<file path="src/rtl/fxflag_pkg.sv">
package fxflag_pkg;
  localparam int unsigned FX_W     = 64;
  localparam int unsigned FX_NSLOT = 3;   // A, B, immediate
  localparam int unsigned FX_NLANE = 2;   // half-width lane, full-width lane

  typedef struct packed {
    logic ca;
    logic ca32;
    logic ov;
    logic ov32;
    logic so;
  } fx_flags_t;
endpackage

</file>
<file path="src/rtl/fxflag_carry.sv">
module fxflag_carry #(
  parameter int unsigned W     = 64,
  parameter int unsigned NSLOT = 3
) (
  input  logic [NSLOT-1:0][W-1:0] slot,
  input  logic [NSLOT-1:0]        slot_vld,
  input  logic [W-1:0]            res,
  input  logic                    sec_mid,
  input  logic                    is_add,
  output logic                    ca_n,
  output logic                    ca32_n
);
  localparam int unsigned HALF = W / 2;

  logic [NSLOT-1:0] gt_full;
  logic [NSLOT-1:0] gt_low;
  logic             mid_xor;

  // one unsigned comparator pair per operand slot
  for (genvar g = 0; g < NSLOT; g++) begin : g_cmp
    assign gt_full[g] = slot_vld[g] && (slot[g] > res);
    assign gt_low[g]  = slot_vld[g] && (slot[g][HALF-1:0] > res[HALF-1:0]);
  end

  always_comb begin
    mid_xor = res[HALF] ^ slot[0][HALF] ^ sec_mid;
    ca_n    = |gt_full;
    ca32_n  = is_add ? mid_xor : (|gt_low);
  end
endmodule

</file>
<file path="src/rtl/fxflag_ovf.sv">
module fxflag_ovf #(
  parameter int unsigned NLANE = 2
) (
  input  logic [NLANE-1:0] a_sgn,
  input  logic [NLANE-1:0] b_sgn,
  input  logic [NLANE-1:0] r_sgn,
  output logic [NLANE-1:0] ovf
);
  // lane 0 looks at the half-width sign, lane 1 at the full-width sign
  for (genvar g = 0; g < NLANE; g++) begin : g_lane
    assign ovf[g] = (a_sgn[g] == b_sgn[g]) && (r_sgn[g] != a_sgn[g]);
  end
endmodule

</file>
<file path="src/rtl/fxflag_cond.sv">
module fxflag_cond #(
  parameter int unsigned W = 64
) (
  input  logic [W-1:0] res,
  output logic         neg,
  output logic         pos,
  output logic         zero
);
  always_comb begin
    zero = (res == '0);
    neg  = res[W-1];
    pos  = !neg && !zero;
  end
endmodule

</file>
<file path="src/rtl/fxflag_unit.sv">
module fxflag_unit
  import fxflag_pkg::*;
#(
  parameter int unsigned W = FX_W
) (
  input  logic         clk,
  input  logic         rst_n,
  input  logic         upd_vld,
  input  logic [W-1:0] op_a,
  input  logic         inv_a,
  input  logic [W-1:0] op_b,
  input  logic         op_b_vld,
  input  logic [W-1:0] imm,
  input  logic         imm_vld,
  input  logic [W-1:0] res,
  input  logic         is_add,
  input  logic         carry_en,
  input  logic [1:0]   skip_mask,
  input  logic         ovf_en,
  input  logic         div_ovf_vld,
  input  logic         div_ovf,
  input  logic         rec_en,
  output logic         ca,
  output logic         ca32,
  output logic         ov,
  output logic         ov32,
  output logic         so,
  output logic [3:0]   cr0
);
  localparam int unsigned HALF  = W / 2;
  localparam int unsigned NSLOT = FX_NSLOT;
  localparam int unsigned NLANE = FX_NLANE;

  // ---------------- reset release synchronizer ----------------
  logic [1:0] rst_pipe;
  logic       run_q;
  logic       upd_go;

  always_ff @(posedge clk or negedge rst_n) begin
    if (!rst_n) rst_pipe <= 2'b00;
    else        rst_pipe <= {rst_pipe[0], 1'b1};
  end
  assign run_q  = rst_pipe[1];
  assign upd_go = upd_vld && run_q;

  // ---------------- operand list ----------------
  logic [W-1:0]                a_eff;
  logic [NSLOT-1:0][W-1:0]     slot;
  logic [NSLOT-1:0]            slot_vld;
  logic                        two_ops;
  logic                        sec_mid;
  logic [NLANE-1:0]            a_sgn, b_sgn, r_sgn;

  always_comb begin
    a_eff    = inv_a ? ~op_a : op_a;
    slot[0]  = a_eff;
    slot[1]  = op_b;
    slot[2]  = imm;
    slot_vld = {imm_vld, op_b_vld, 1'b1};
    two_ops  = op_b_vld || imm_vld;
    sec_mid  = op_b_vld ? op_b[HALF] : (imm_vld ? imm[HALF] : 1'b0);
    a_sgn    = {a_eff[W-1], a_eff[HALF-1]};
    b_sgn    = op_b_vld ? {op_b[W-1], op_b[HALF-1]} : {imm[W-1], imm[HALF-1]};
    r_sgn    = {res[W-1], res[HALF-1]};
  end

  // ---------------- flag logic ----------------
  logic             ca_n, ca32_n;
  logic [NLANE-1:0] ovf_lane;
  logic             neg, pos, zero;

  fxflag_carry #(.W(W), .NSLOT(NSLOT)) u_carry (
    .slot     (slot),
    .slot_vld (slot_vld),
    .res      (res),
    .sec_mid  (sec_mid),
    .is_add   (is_add),
    .ca_n     (ca_n),
    .ca32_n   (ca32_n)
  );

  fxflag_ovf #(.NLANE(NLANE)) u_ovf (
    .a_sgn (a_sgn),
    .b_sgn (b_sgn),
    .r_sgn (r_sgn),
    .ovf   (ovf_lane)
  );

  fxflag_cond #(.W(W)) u_cond (
    .res  (res),
    .neg  (neg),
    .pos  (pos),
    .zero (zero)
  );

  // ---------------- next state ----------------
  fx_flags_t  flg_q, flg_d;
  logic [3:0] cr0_q, cr0_d;

  always_comb begin
    flg_d = flg_q;
    cr0_d = cr0_q;
    if (carry_en) begin
      if (!skip_mask[0]) flg_d.ca   = ca_n;
      if (!skip_mask[1]) flg_d.ca32 = ca32_n;
    end
    if (ovf_en) begin
      if (div_ovf_vld) begin
        flg_d.ov   = div_ovf;
        flg_d.ov32 = div_ovf;
        flg_d.so   = flg_q.so | div_ovf;
      end else if (two_ops) begin
        flg_d.ov   = ovf_lane[1];
        flg_d.ov32 = ovf_lane[0];
        flg_d.so   = flg_q.so | ovf_lane[1];
      end
    end
    if (rec_en) cr0_d = {neg, pos, zero, flg_d.so};
  end

  // ---------------- registers ----------------
  always_ff @(posedge clk or negedge rst_n) begin
    if (!rst_n) begin
      flg_q <= '0;
      cr0_q <= '0;
    end else if (upd_go) begin
      flg_q <= flg_d;
      cr0_q <= cr0_d;
    end
  end

  assign ca   = flg_q.ca;
  assign ca32 = flg_q.ca32;
  assign ov   = flg_q.ov;
  assign ov32 = flg_q.ov32;
  assign so   = flg_q.so;
  assign cr0  = cr0_q;

  // ---------------- assertions ----------------
  assert_hold_idle_R2: assert property (@(posedge clk) disable iff (!rst_n)
    !upd_vld |=> ($stable(ca) && $stable(ca32) && $stable(ov) && $stable(ov32)
                  && $stable(so) && $stable(cr0)));

  assert_hold_carry_R2: assert property (@(posedge clk) disable iff (!rst_n)
    (upd_vld && !carry_en) |=> ($stable(ca) && $stable(ca32)));

  assert_hold_cond_R2: assert property (@(posedge clk) disable iff (!rst_n)
    (upd_vld && !rec_en) |=> $stable(cr0));

  assert_skip_ca_R7: assert property (@(posedge clk) disable iff (!rst_n)
    (upd_vld && skip_mask[0]) |=> $stable(ca));

  assert_skip_ca32_R7: assert property (@(posedge clk) disable iff (!rst_n)
    (upd_vld && skip_mask[1]) |=> $stable(ca32));

  assert_div_ovf_R9: assert property (@(posedge clk) disable iff (!rst_n)
    (upd_go && ovf_en && div_ovf_vld) |=> (ov == $past(div_ovf) && ov32 == $past(div_ovf)));

  assert_so_sticky_R10: assert property (@(posedge clk) disable iff (!rst_n)
    so |=> so);

  assert_cond_onehot_R11: assert property (@(posedge clk) disable iff (!rst_n)
    (upd_go && rec_en) |=> ($countones(cr0[3:1]) == 1 && cr0[0] == so));
endmodule

</file>
<file path="config.mk">
export PLATFORM = sky130hd
export DESIGN_NAME = fxflag_unit
export DESIGN_NICKNAME = d
export VERILOG_FILES = /design/src/rtl/fxflag_pkg.sv /design/src/rtl/fxflag_carry.sv /design/src/rtl/fxflag_ovf.sv /design/src/rtl/fxflag_cond.sv /design/src/rtl/fxflag_unit.sv
export SDC_FILE = /design/constraint.sdc
export NUM_CORES = 1
export LEC_CHECK = 0
export BUFFER_PORTS_ARGS = -buffer_cell sky130_fd_sc_hd__buf_2
export CAP_MARGIN = 0
export CORE_MARGIN = 2
export CORE_UTILIZATION = 25
export DETAILED_ROUTE_END_ITERATION = 10
export PLACE_DENSITY = 0.49
export SYNTH_ARGS = -nofsm -noshare
export SYNTH_HDL_FRONTEND = slang
export SYNTH_SLANG_ARGS = --single-unit
</file>
<file path="constraint.sdc">
create_clock -name clk -period 2.8 [get_ports clk]
set_input_delay 0.56 -clock clk [delete_from_list [all_inputs] [get_ports clk]]
set_output_delay 0.56 -clock clk [all_outputs]
set_load 0.1 [all_outputs]
</file>
==> results of run 1 <==
-- report_power, final --
part,internal (uW),switching (uW),total [uW]
clock network,189,74.1,263
registers,185,16.0,201
logic,653,836,1490
total,1030,926,1950
-- cell type report --
type	count	area share
antenna	4	0.00118
clock inverter	1	0.000588
timing repair buffer	404	0.282
tap	280	0.0411
sequential	11	0.0323
inverter	72	0.0317
multi-input combinational	621	0.603
clock buffer	3	0.00882
-- worst max-delay path, delay by kind of cell --
family | cells | cell delay, ps
AO/OA/AOI/OAI | 3 | 600
adder cells (fa/ha/maj) | 1 | 290
buffers and inverters | 3 | 340
AND/OR/NAND/NOR | 4 | 1050
-- state kept, by name (all words and copies together) (netlist names) --
name,flops
so,1
ca,1
cr0,4
ov,1
ca32,1
ov32,1
rst_pipe,2
-- repair_timing --
action                                  4_1_cts  5_1_grt
gates resized for setup                       8        9
pin swaps                                     1        2
buffers inserted                              0        1
endpoints found under the setup margin        1        2
-- cells in the final DEF (no fill, tap or decap), types with 4 or more instances in the layout --
cell / count
buf_2: 277
ha_1: 192
buf_4: 122
a21oi_1: 74
inv_1: 72
xor2_1: 63
nand2_1: 50
nand4_1: 44
o21ai_0: 29
a21o_1: 25
nand3_1: 22
nor4_1: 21
nor2_1: 14
dfrtp_1: 11
nor3_1: 10
a221oi_1: 7
and4_1: 5
nor4_2: 5
diode_2: 4
xnor2_1: 4
nand2b_1: 4
o22ai_1: 4
buf_12: 4
-- metal layers --
metal,part of all wire,global-route usage,wire [um],up-vias
li1,-,-,-,3500
met3,0.070,0.0415,1710,38
met1,0.45,0.253,11000,2907
met5,0.0029,0,71,-
met2,0.45,0.340,10900,206
met4,0.023,0.0454,546,12
-- per-stage QoR --
step | TNS (ps) | cell area [um^2] | utilization | power [uW]
2_1_floorplan | 0 | 5660 | - | 1030
5_1_grt | -24.2 | 8510 | 0.386 | 2160
6_report | 0 | 8520 | 0.387 | 1950
4_1_cts | 0 | 8450 | 0.384 | 1960
3_5_place_dp | -601 | 8340 | 0.379 | 1680
3_3_place_gp | -593 | 8340 | 0.379 | 1670
-- cell families (layout without fill, tap and decap cells) --
kind of cell,count (synthesis),count (layout),synth area share
flops,11,11,0.0488
simple gates,186,186,0.175
other cells,1,5,0.000664
mux,3,3,0.00554
fa+ha+maj,192,192,0.426
xor+xnor,67,67,0.104
buf+inv,80,480,0.0534
compound gates,172,172,0.188
-- worst max path at each step --
| stage | slack [ps] | to | start |
|---|---|---|---|
| 6_report | 70 | ca$_DFFE_PN0P_ | res[6] |
| 5_1_grt | -20 | ca$_DFFE_PN0P_ | res[6] |
| 4_1_cts | 40 | ca$_DFFE_PN0P_ | res[8] |
| 3_5_place_dp | -390 | ca$_DFFE_PN0P_ | inv_a |
| 3_3_place_gp | -400 | ca$_DFFE_PN0P_ | inv_a |
| 2_1_floorplan | 20 | ca$_DFFE_PN0P_ | inv_a |
==> metrics.csv, run 1 <==
stage,metric,value,unit
outcome,status,finished clean,
timing,normalized max-slew margin,0.659,
placed_design,DP HPWL,22.6,mm
timing,Worst-Margin Slew,515,ps
synth,"area leader, netlist",ha_1,
timing,fin. max-slew vios,0,
global_route,gr usage total,0.197,
synth,most common cell in the netlist,ha_1,
route,Post-Route WL,24.2,mm
synth,Mean Syn Cell Area,7.93,um^2
timing,final setup violation count,0,
route,WL per Instance,17.3,um
layout,Final Net Count,1575,
floorplanning,core footprint,0.0220,mm^2
synth,syn_nets,1174,
synth,post-synthesis register bit count,11,
synth,top cell type's share of synthesized area,0.426,
setup_path,crit path capture type,register,
layout,number of fill cells,2355,
route,Final ANT Viol Nets,0,
timing,clock skew,1.31,ps
synth,Post-synth EDFFs,0,
layout,Final Non-Filler Cells,1396,
timing,fin crit period,2730,ps
synth,register area share after synthesis,0.0488,
global_route,first-pass GRT wire length,36.3,mm
synth,Mapped Area,0.00565,mm^2
route,1st-iter DRT viols,263,
setup_path,CP startpoint kind,primary input,
flow_run,# Max-Cap Violations,0,
synth,post-synthesis cell type count,48,
min_path,Worst Hold Class,primary input to asynchronous set/reset pin,
setup_path,cell breakdown of the critical path,buf_2 > inv_1 > ha_1 > nand4_1 > nor4_4 > buf_4 > nand2_1 > or4_1 > a21boi_1 > o22ai_1 > o32a_1,
placed_design,dpl ws,-392,ps
placed_design,Cells after DPL,1387,
timing,post-route setup slack,69.2,ps
floorplanning,row count,54,
route,Vias/cell,4.77,
setup_path,CP Max Fanout,2,
global_route,initial antenna violation count,10,
clock_tree,CTS tree,built,
floorplanning,initial core utilization,0.256,
layout,layout cells sized above 1,0.378,
floorplanning,Die H,154,um
setup_path,slowest CP cell,or4_1,
synth,Post-synth ARST share,1.00,
global_route,vias in the first global route,6815,
floorplanning,Ports,279,
timing,Tcrit/Tclk final,0.975,
synth,"Top FF cell, synth",dfrtp_1,
setup_path,R2R setup slack,850,ps
clock_tree,Clock Sink Count,11,
power_and_ir_drop,pwr dens,229,mW/mm^2
synth,top post-synthesis cells by area,"ha_1, xor2_1, a21oi_1",
layout,Register Area,275,um^2
clock_tree,clock insertion delay at the later pin of the skew report,240,ps
setup_path,worst reg2reg endpoint,ca$_DFFE_PN0P_,
synth,synth warn,0,
synth,Post-Synthesis Cells,712,
setup_path,required time worst endpoint,2910,ps
power_and_ir_drop,VDD IR max,424,uV
floorplanning,Die X,154,um
power_and_ir_drop,Leak,0.00475,uW
floorplanning,die area,0.0238,mm^2
route,DR pass1 iterations,5,
layout,multi-input gate area in the final layout,0.00513,mm^2
route,routed vias,6663,
clock_tree,clock slew seen by the registers of the worst setup and hold paths,40,ps
global_route,largest net degree at the start of global routing,18,
timing,RSZ-0062 raised after global routing,true,
clock_tree,CTS root buffer,clkbuf_16,
clock_tree,Max Buffers Root-to-Sink,2,
route,DR DRC count,0,
setup_path,worst r2r src,rst_pipe[1]$_DFF_PN0_,
layout,area grow syn2layout,50.8,%
clock_tree,H-tree levels,1,
synth,most instantiated cells after synthesis,"ha_1, a21oi_1, inv_1",
clock_tree,count of hold-fix buffers inserted at cts,0,
setup_path,Worst R2R Path Depth,6,
setup_path,CP max stage delay,400,ps
placed_design,Port Buf Inserts,278,
setup_path,Setup CP Type,primary input to register,
timing,Max Clk Rate,366,MHz
global_route,grt total ovfl,0,
setup_path,critical path arrival,2840,ps
timing,worst hold slack,192,ps
placed_design,RD Place Congestion,0.882,
clock_tree,Num CTS Buffers,3,
timing,Final Hold Violating Endpoints,0,
Note: power is estimated with default switching activity, not from simulation.
==> inputs of run 2 (changes only) <==
==> constraint.sdc (replaced) <==
create_clock -name clk -period 2.8 [get_ports clk]
set_input_delay 0.42 -clock clk [delete_from_list [all_inputs] [get_ports clk]]
set_output_delay 0.42 -clock clk [all_outputs]
set_load 0.1 [all_outputs]
==> run 2 against run 1 <==
Worst hold slack got worse by 140 ps. Clock-buffer cell count stayed put. Register-to-register slack got worse by 90 ps. Sequential share of layout area rose by 0.22 points. Clock skew about the same. Total power is 3.5% lower. Die area unchanged. Fmax up 2.8%. Global-route usage down 0.23 points. Critical endpoint unchanged. Highest routed layer unchanged.
==> metrics.csv, run 2 (synthesized netlist as in run 1, its figures left out) <==
stage,metric,value,unit
timing,clock skew,1.63,ps
clock_tree,clock slew seen by the registers of the worst setup and hold paths,50,ps
timing,post-route setup slack,144,ps
global_route,largest net degree at the start of global routing,26,
setup_path,critical path arrival,2780,ps
route,1st-iter DRT viols,287,
floorplanning,core footprint,0.0220,mm^2
global_route,initial antenna violation count,4,
floorplanning,Ports,279,
clock_tree,CTS root buffer,clkbuf_16,
power_and_ir_drop,VDD IR max,328,uV
layout,number of fill cells,2404,
setup_path,crit path capture type,register,
timing,normalized max-slew margin,0.632,
clock_tree,Clock Sink Count,11,
flow_run,# Max-Cap Violations,0,
route,WL per Instance,18.0,um
layout,Final Net Count,1510,
setup_path,CP max stage delay,340,ps
route,DR pass1 iterations,4,
route,Final ANT Viol Nets,0,
power_and_ir_drop,Leak,0.00443,uW
placed_design,DP HPWL,22.1,mm
placed_design,Port Buf Inserts,278,
clock_tree,H-tree levels,1,
min_path,Worst Hold Class,primary input to asynchronous set/reset pin,
layout,area grow syn2layout,41.3,%
global_route,first-pass GRT wire length,35.9,mm
outcome,status,finished clean,
global_route,vias in the first global route,6527,
timing,fin. max-slew vios,0,
layout,"most common cell after layout, fill and taps aside",buf_2,
floorplanning,initial core utilization,0.256,
timing,final setup violation count,0,
clock_tree,Max Buffers Root-to-Sink,2,
route,WL met1,11.8,mm
setup_path,required time worst endpoint,2920,ps
layout,layout cells sized above 1,0.333,
setup_path,worst r2r src,rst_pipe[1]$_DFF_PN0_,
floorplanning,row count,54,
route,met2 wire len,10.7,mm
setup_path,CP most frequent cell,buf_4,
layout,final instance area,0.00798,mm^2
placed_design,dpl ws,-180,ps
route,met3 wire length,1.27,mm
route,Vias/cell,4.82,
timing,RSZ-0062 raised after global routing,false,
timing,Final Hold Violating Endpoints,0,
placed_design,RD Place Congestion,0.875,
timing,Worst-Margin Slew,547,ps
setup_path,cell breakdown of the critical path,buf_4 > buf_12 > buf_4 > xor2_1 > ha_1 > buf_4 > a21oi_1 > o21ai_0 > a221oi_1 > nor2_1 > nor2_1 > o22ai_1 > o32a_1,
setup_path,Setup crit start,inv_a,
setup_path,Setup CP Type,primary input to register,
setup_path,CP Capture Point,ca$_DFFE_PN0P_,
floorplanning,die area,0.0238,mm^2
layout,"commonest cells after routing, fill and taps aside","buf_2, ha_1, a21oi_1",
floorplanning,Die X,154,um
setup_path,CP startpoint kind,primary input,
route,Top Layer Used,met5,
timing,fin crit period,2660,ps
clock_tree,clock insertion delay at the later pin of the skew report,240,ps
timing,Tcrit/Tclk final,0.949,
clock_tree,setup bufs post-CTS,0,
setup_path,R2R setup slack,760,ps
route,DR DRC count,0,
layout,max reg flops,4,
global_route,gr usage total,0.195,
global_route,grt total ovfl,0,
power_and_ir_drop,pwr dens,236,mW/mm^2
setup_path,CP Max Fanout,15,
setup_path,slowest CP cell,a221oi_1,
route,routed vias,6402,
setup_path,worst reg2reg endpoint,ca$_DFFE_PN0P_,
clock_tree,CTS tree,built,
clock_tree,Num CTS Buffers,3,
floorplanning,Die H,154,um
layout,Final Util,0.362,
placed_design,Placement Cell Area,0.00785,mm^2
timing,Max Clk Rate,377,MHz
route,Post-Route WL,24.0,mm
timing,TNS Setup,0,ps
setup_path,Worst R2R Path Depth,6,
==> run 2: where the power goes <==
group	internal [uW]	switching, uW	leakage, uW
clock network	190	79.9	0.0000409
registers	185	16.7	0.000133
logic	590	824	0.00426
total	965	920	0.00443
==> run 2: worst min-delay path by stage <==
stage               cells past startpoint  slack, ps               end
floorplan                               0        120    ca$_DFFE_PN0P_
global placement                        1        320    ov$_DFFE_PN0P_
detailed placement                      1        310  ov32$_DFFE_PN0P_
CTS                                     1         50  ov32$_DFFE_PN0P_
global route                            1         60    ov$_DFFE_PN0P_
finish                                  1         50    ov$_DFFE_PN0P_
==> run 2: what timing repair did <==
item	4_1_cts	5_1_grt
gates resized for setup	0	4
hold buffers	0	0
endpoints found under the hold margin	0	0
setup endpoints to repair	0	1
==> run 2: stage by stage <==
stage | instances | power [uW] | hold WS, ps
final | 1329 | 1890 | 52.5
after global routing | 1328 | 2090 | 60.2
after CTS | 1326 | 1880 | 54.4
after detailed placement | 1322 | 1610 | 312
after global placement | 1322 | 1600 | 318
after floorplan | 712 | 1030 | 124
==> run 2: area by class of cell <==
class                           count  area [um^2]  share of cell area
Tap cell                          280          350              0.0439
Inverter                           72          270              0.0339
Antenna cell                        2         5.00            0.000628
Clock inverter                      1         5.00            0.000628
Multi-Input combinational cell    621         5090               0.638
Sequential cell                    11          275              0.0345
Timing Repair Buffer              339         1910               0.239
Clock buffer                        3         75.1             0.00941
==> run 2: worst max-delay path, delay by kind of cell <==
| kind | cells | cell delay (ps) |
|---|---|---|
| AOI/OAI and AO/OA | 5 | 1030 |
| xor gates and xnor gates | 1 | 160 |
| adders and majority gates | 1 | 290 |
| and+or+nand+nor | 2 | 230 |
| buffers and inverters | 4 | 650 |
==> run 2: layer usage <==
layer	GRT usage	vias to the layer above
li1	-	3364
met4	0.0137	4
met3	0.0277	12
met1	0.278	2828
met2	0.326	194
met5	0	-
==> inputs of run 3 (changes only) <==
--- a/config.mk
+++ b/config.mk
@@ -5,12 +5,13 @@
 export SDC_FILE = /design/constraint.sdc
 export NUM_CORES = 1
 export LEC_CHECK = 0
+export ABC_AREA = 1
 export BUFFER_PORTS_ARGS = -buffer_cell sky130_fd_sc_hd__buf_2
 export CAP_MARGIN = 0
 export CORE_MARGIN = 2
 export CORE_UTILIZATION = 25
 export DETAILED_ROUTE_END_ITERATION = 10
-export PLACE_DENSITY = 0.49
+export PLACE_DENSITY = 0.48
 export SYNTH_ARGS = -nofsm -noshare
 export SYNTH_HDL_FRONTEND = slang
 export SYNTH_SLANG_ARGS = --single-unit
==> run 3 against run 2 <==
Clock skew grew 2.6 ps. Sequential share of layout area hardly changed. Total power shrank 3.6%. Global-route usage decreased by 3.1 points. Clock-buffer cell count unchanged. Critical endpoint unchanged. Highest routed layer unchanged.
==> metrics.csv, run 3 <==
stage,metric,value,unit
placed_design,Port Buf Inserts,278,
global_route,vias in the first global route,6646,
route,DR pass1 iterations,5,
clock_tree,Num CTS Buffers,3,
synth,Mapped Area,0.00600,mm^2
setup_path,slowest CP cell,ha_1,
clock_tree,clock insertion delay at the later pin of the skew report,240,ps
layout,area grow syn2layout,31.7,%
floorplanning,initial core utilization,0.255,
setup_path,Setup CP Type,primary input to register,
floorplanning,row count,56,
timing,Tcrit/Tclk final,0.789,
setup_path,cell breakdown of the critical path,buf_4 > buf_12 > xor2_1 > ha_1 > nand2_1 > nor2_1 > nand2_1 > inv_2 > nand3_1 > nor3_2 > nand2_1 > a21oi_2 > nand2_1 > clkinv_1 > nand3_2 > nand2_1 > inv_1,
layout,Final Net Count,1617,
route,Final ANT Viol Nets,0,
setup_path,CP Max Fanout,29,
timing,RSZ-0062 raised after global routing,false,
synth,syn_nets,1338,
global_route,initial antenna violation count,6,
synth,"area leader, netlist",ha_1,
setup_path,critical path arrival,2340,ps
global_route,largest net degree at the start of global routing,30,
timing,Final Hold Violating Endpoints,0,
layout,Final Util,0.335,
synth,most common cell in the netlist,nand2_1,
synth,synth warn,0,
layout,number of fill cells,2649,
route,routed vias,6489,
clock_tree,Clock Sink Count,11,
route,1st-iter DRT viols,224,
placed_design,Placement Cell Area,0.00780,mm^2
min_path,Worst Hold Class,primary input to asynchronous set/reset pin,
clock_tree,count of hold-fix buffers inserted at cts,0,
timing,normalized max-slew margin,0.625,
synth,Post-Synthesis Cells,876,
placed_design,RD Place Congestion,0.850,
clock_tree,setup bufs post-CTS,0,
global_route,first-pass GRT wire length,33.8,mm
power_and_ir_drop,pwr dens,230,mW/mm^2
timing,TNS Setup,0,ps
synth,Mean Syn Cell Area,6.85,um^2
synth,register area share after synthesis,0.0459,
route,WL per Instance,14.3,um
power_and_ir_drop,Leak,0.00458,uW
timing,worst hold slack,51.1,ps
floorplanning,core footprint,0.0235,mm^2
clock_tree,Max Buffers Root-to-Sink,2,
layout,layout cells sized above 1,0.267,
setup_path,required time worst endpoint,2930,ps
route,Post-Route WL,21.1,mm
setup_path,CP most frequent cell,nand2_1,
floorplanning,die area,0.0252,mm^2
synth,most instantiated cells after synthesis,"nand2_1, ha_1, inv_1",
layout,"commonest cells after routing, fill and taps aside","buf_2, nand2_1, ha_1",
flow_run,# Max-Cap Violations,0,
timing,fin crit period,2210,ps
clock_tree,post-cts resize count,0,
timing,fin. max-slew vios,0,
floorplanning,Die H,159,um
synth,Post-synth EDFFs,0,
route,Vias/cell,4.39,
clock_tree,CTS tree,built,
timing,clock skew,4.25,ps
floorplanning,Die X,159,um
synth,top cell type's share of synthesized area,0.401,
synth,post-synthesis cell type count,34,
synth,post-synthesis register bit count,11,
setup_path,CP max stage delay,290,ps
timing,Worst-Margin Slew,558,ps
route,DR DRC count,0,
synth,Post-synth ARST share,1.00,
timing,final setup violation count,0,
floorplanning,Ports,279,
timing,Max Clk Rate,453,MHz
layout,"most common cell after layout, fill and taps aside",buf_2,
setup_path,crit path capture type,register,
setup_path,"CP delay by family, top",simple AND/OR/NAND/NOR gates,
layout,final instance area,0.00790,mm^2
placed_design,DP HPWL,19.4,mm
clock_tree,clock slew seen by the registers of the worst setup and hold paths,40,ps
clock_tree,H-tree levels,1,
synth,top post-synthesis cells by area,"ha_1, nand2_1, xor2_1",
global_route,grt total ovfl,0,
synth,"Top FF cell, synth",dfrtp_1,
power_and_ir_drop,Pwr Total,1820,uW
setup_path,CP Buf/Inv Count,5,
power_and_ir_drop,VDD IR max,145,uV
clock_tree,CTS root buffer,clkbuf_16,
layout,max reg flops,4,
global_route,gr usage total,0.164,
outcome,status,finished clean,
setup_path,CP startpoint kind,primary input,
## run 3: cell types whose count changed after synthesis, moves of 20 or more
| cell | change |
|---|---|
| a21o_1 | -20 |
| a21oi_1 | +29 |
| inv_1 | +39 |
| nand2_1 | +151 |
| nand4_1 | -21 |
| nor2_1 | +41 |
## run 3: power by group
part | total [uW] | switching (uW) | internal, uW
logic | 1360 | 831 | 526
registers | 200 | 15.3 | 185
clock network | 261 | 71.5 | 189
total | 1820 | 918 | 900
## run 3: per-layer routing
metal	vias to the layer above	routed length, um	global-route usage
li1	3534	-	-
met1	2763	9230	0.205
met2	174	10200	0.302
met3	16	1360	0.0282
met4	2	267	0.0231
met5	-	13	0
## run 3: final timing paths
check                                 startpoint               endpoint  slack (ps)  cells after the start
setup / recovery                           inv_a         ca$_DFFE_PN0P_         590                     17
hold / removal                             rst_n  rst_pipe[0]$_DFF_PN0_          50                      1
setup reg to reg           rst_pipe[1]$_DFF_PN0_       ca32$_DFFE_PN0P_        1470                      5
hold reg to reg            rst_pipe[0]$_DFF_PN0_  rst_pipe[1]$_DFF_PN0_         360                      0
max in group asynchronous                  rst_n     cr0[0]$_DFFE_PN0P_        2540                      1
min in group clk           rst_pipe[0]$_DFF_PN0_  rst_pipe[1]$_DFF_PN0_         360                      0
## run 3: final cells by class
class / count / area [um^2] / area share
Clock inverter: 1 / 5.00 / 0.000634
Antenna cell: 6 / 15.0 / 0.00190
Timing Repair Buffer: 281 / 1440 / 0.183
Tap cell: 319 / 399 / 0.0506
Inverter: 115 / 432 / 0.0547
Multi-Input combinational cell: 743 / 5250 / 0.665
Clock buffer: 3 / 75.1 / 0.00951
Sequential cell: 11 / 275 / 0.0349
## run 3: per-stage QoR
step	setup slack (ps)	std cells
after floorplan	562	876
after global placement	330	1469
after detailed placement	332	1469
after CTS	579	1473
after global routing	331	1478
final	591	1479
## run 3: logic make-up after synthesis
group	synth area share
AOI/OAI and AO/OA	0.133
xor gates and xnor gates	0.0962
adders and majority gates	0.401
buffers and inverters	0.0782
DFF	0.0459
other	0.000625
and+or+nand+nor	0.245
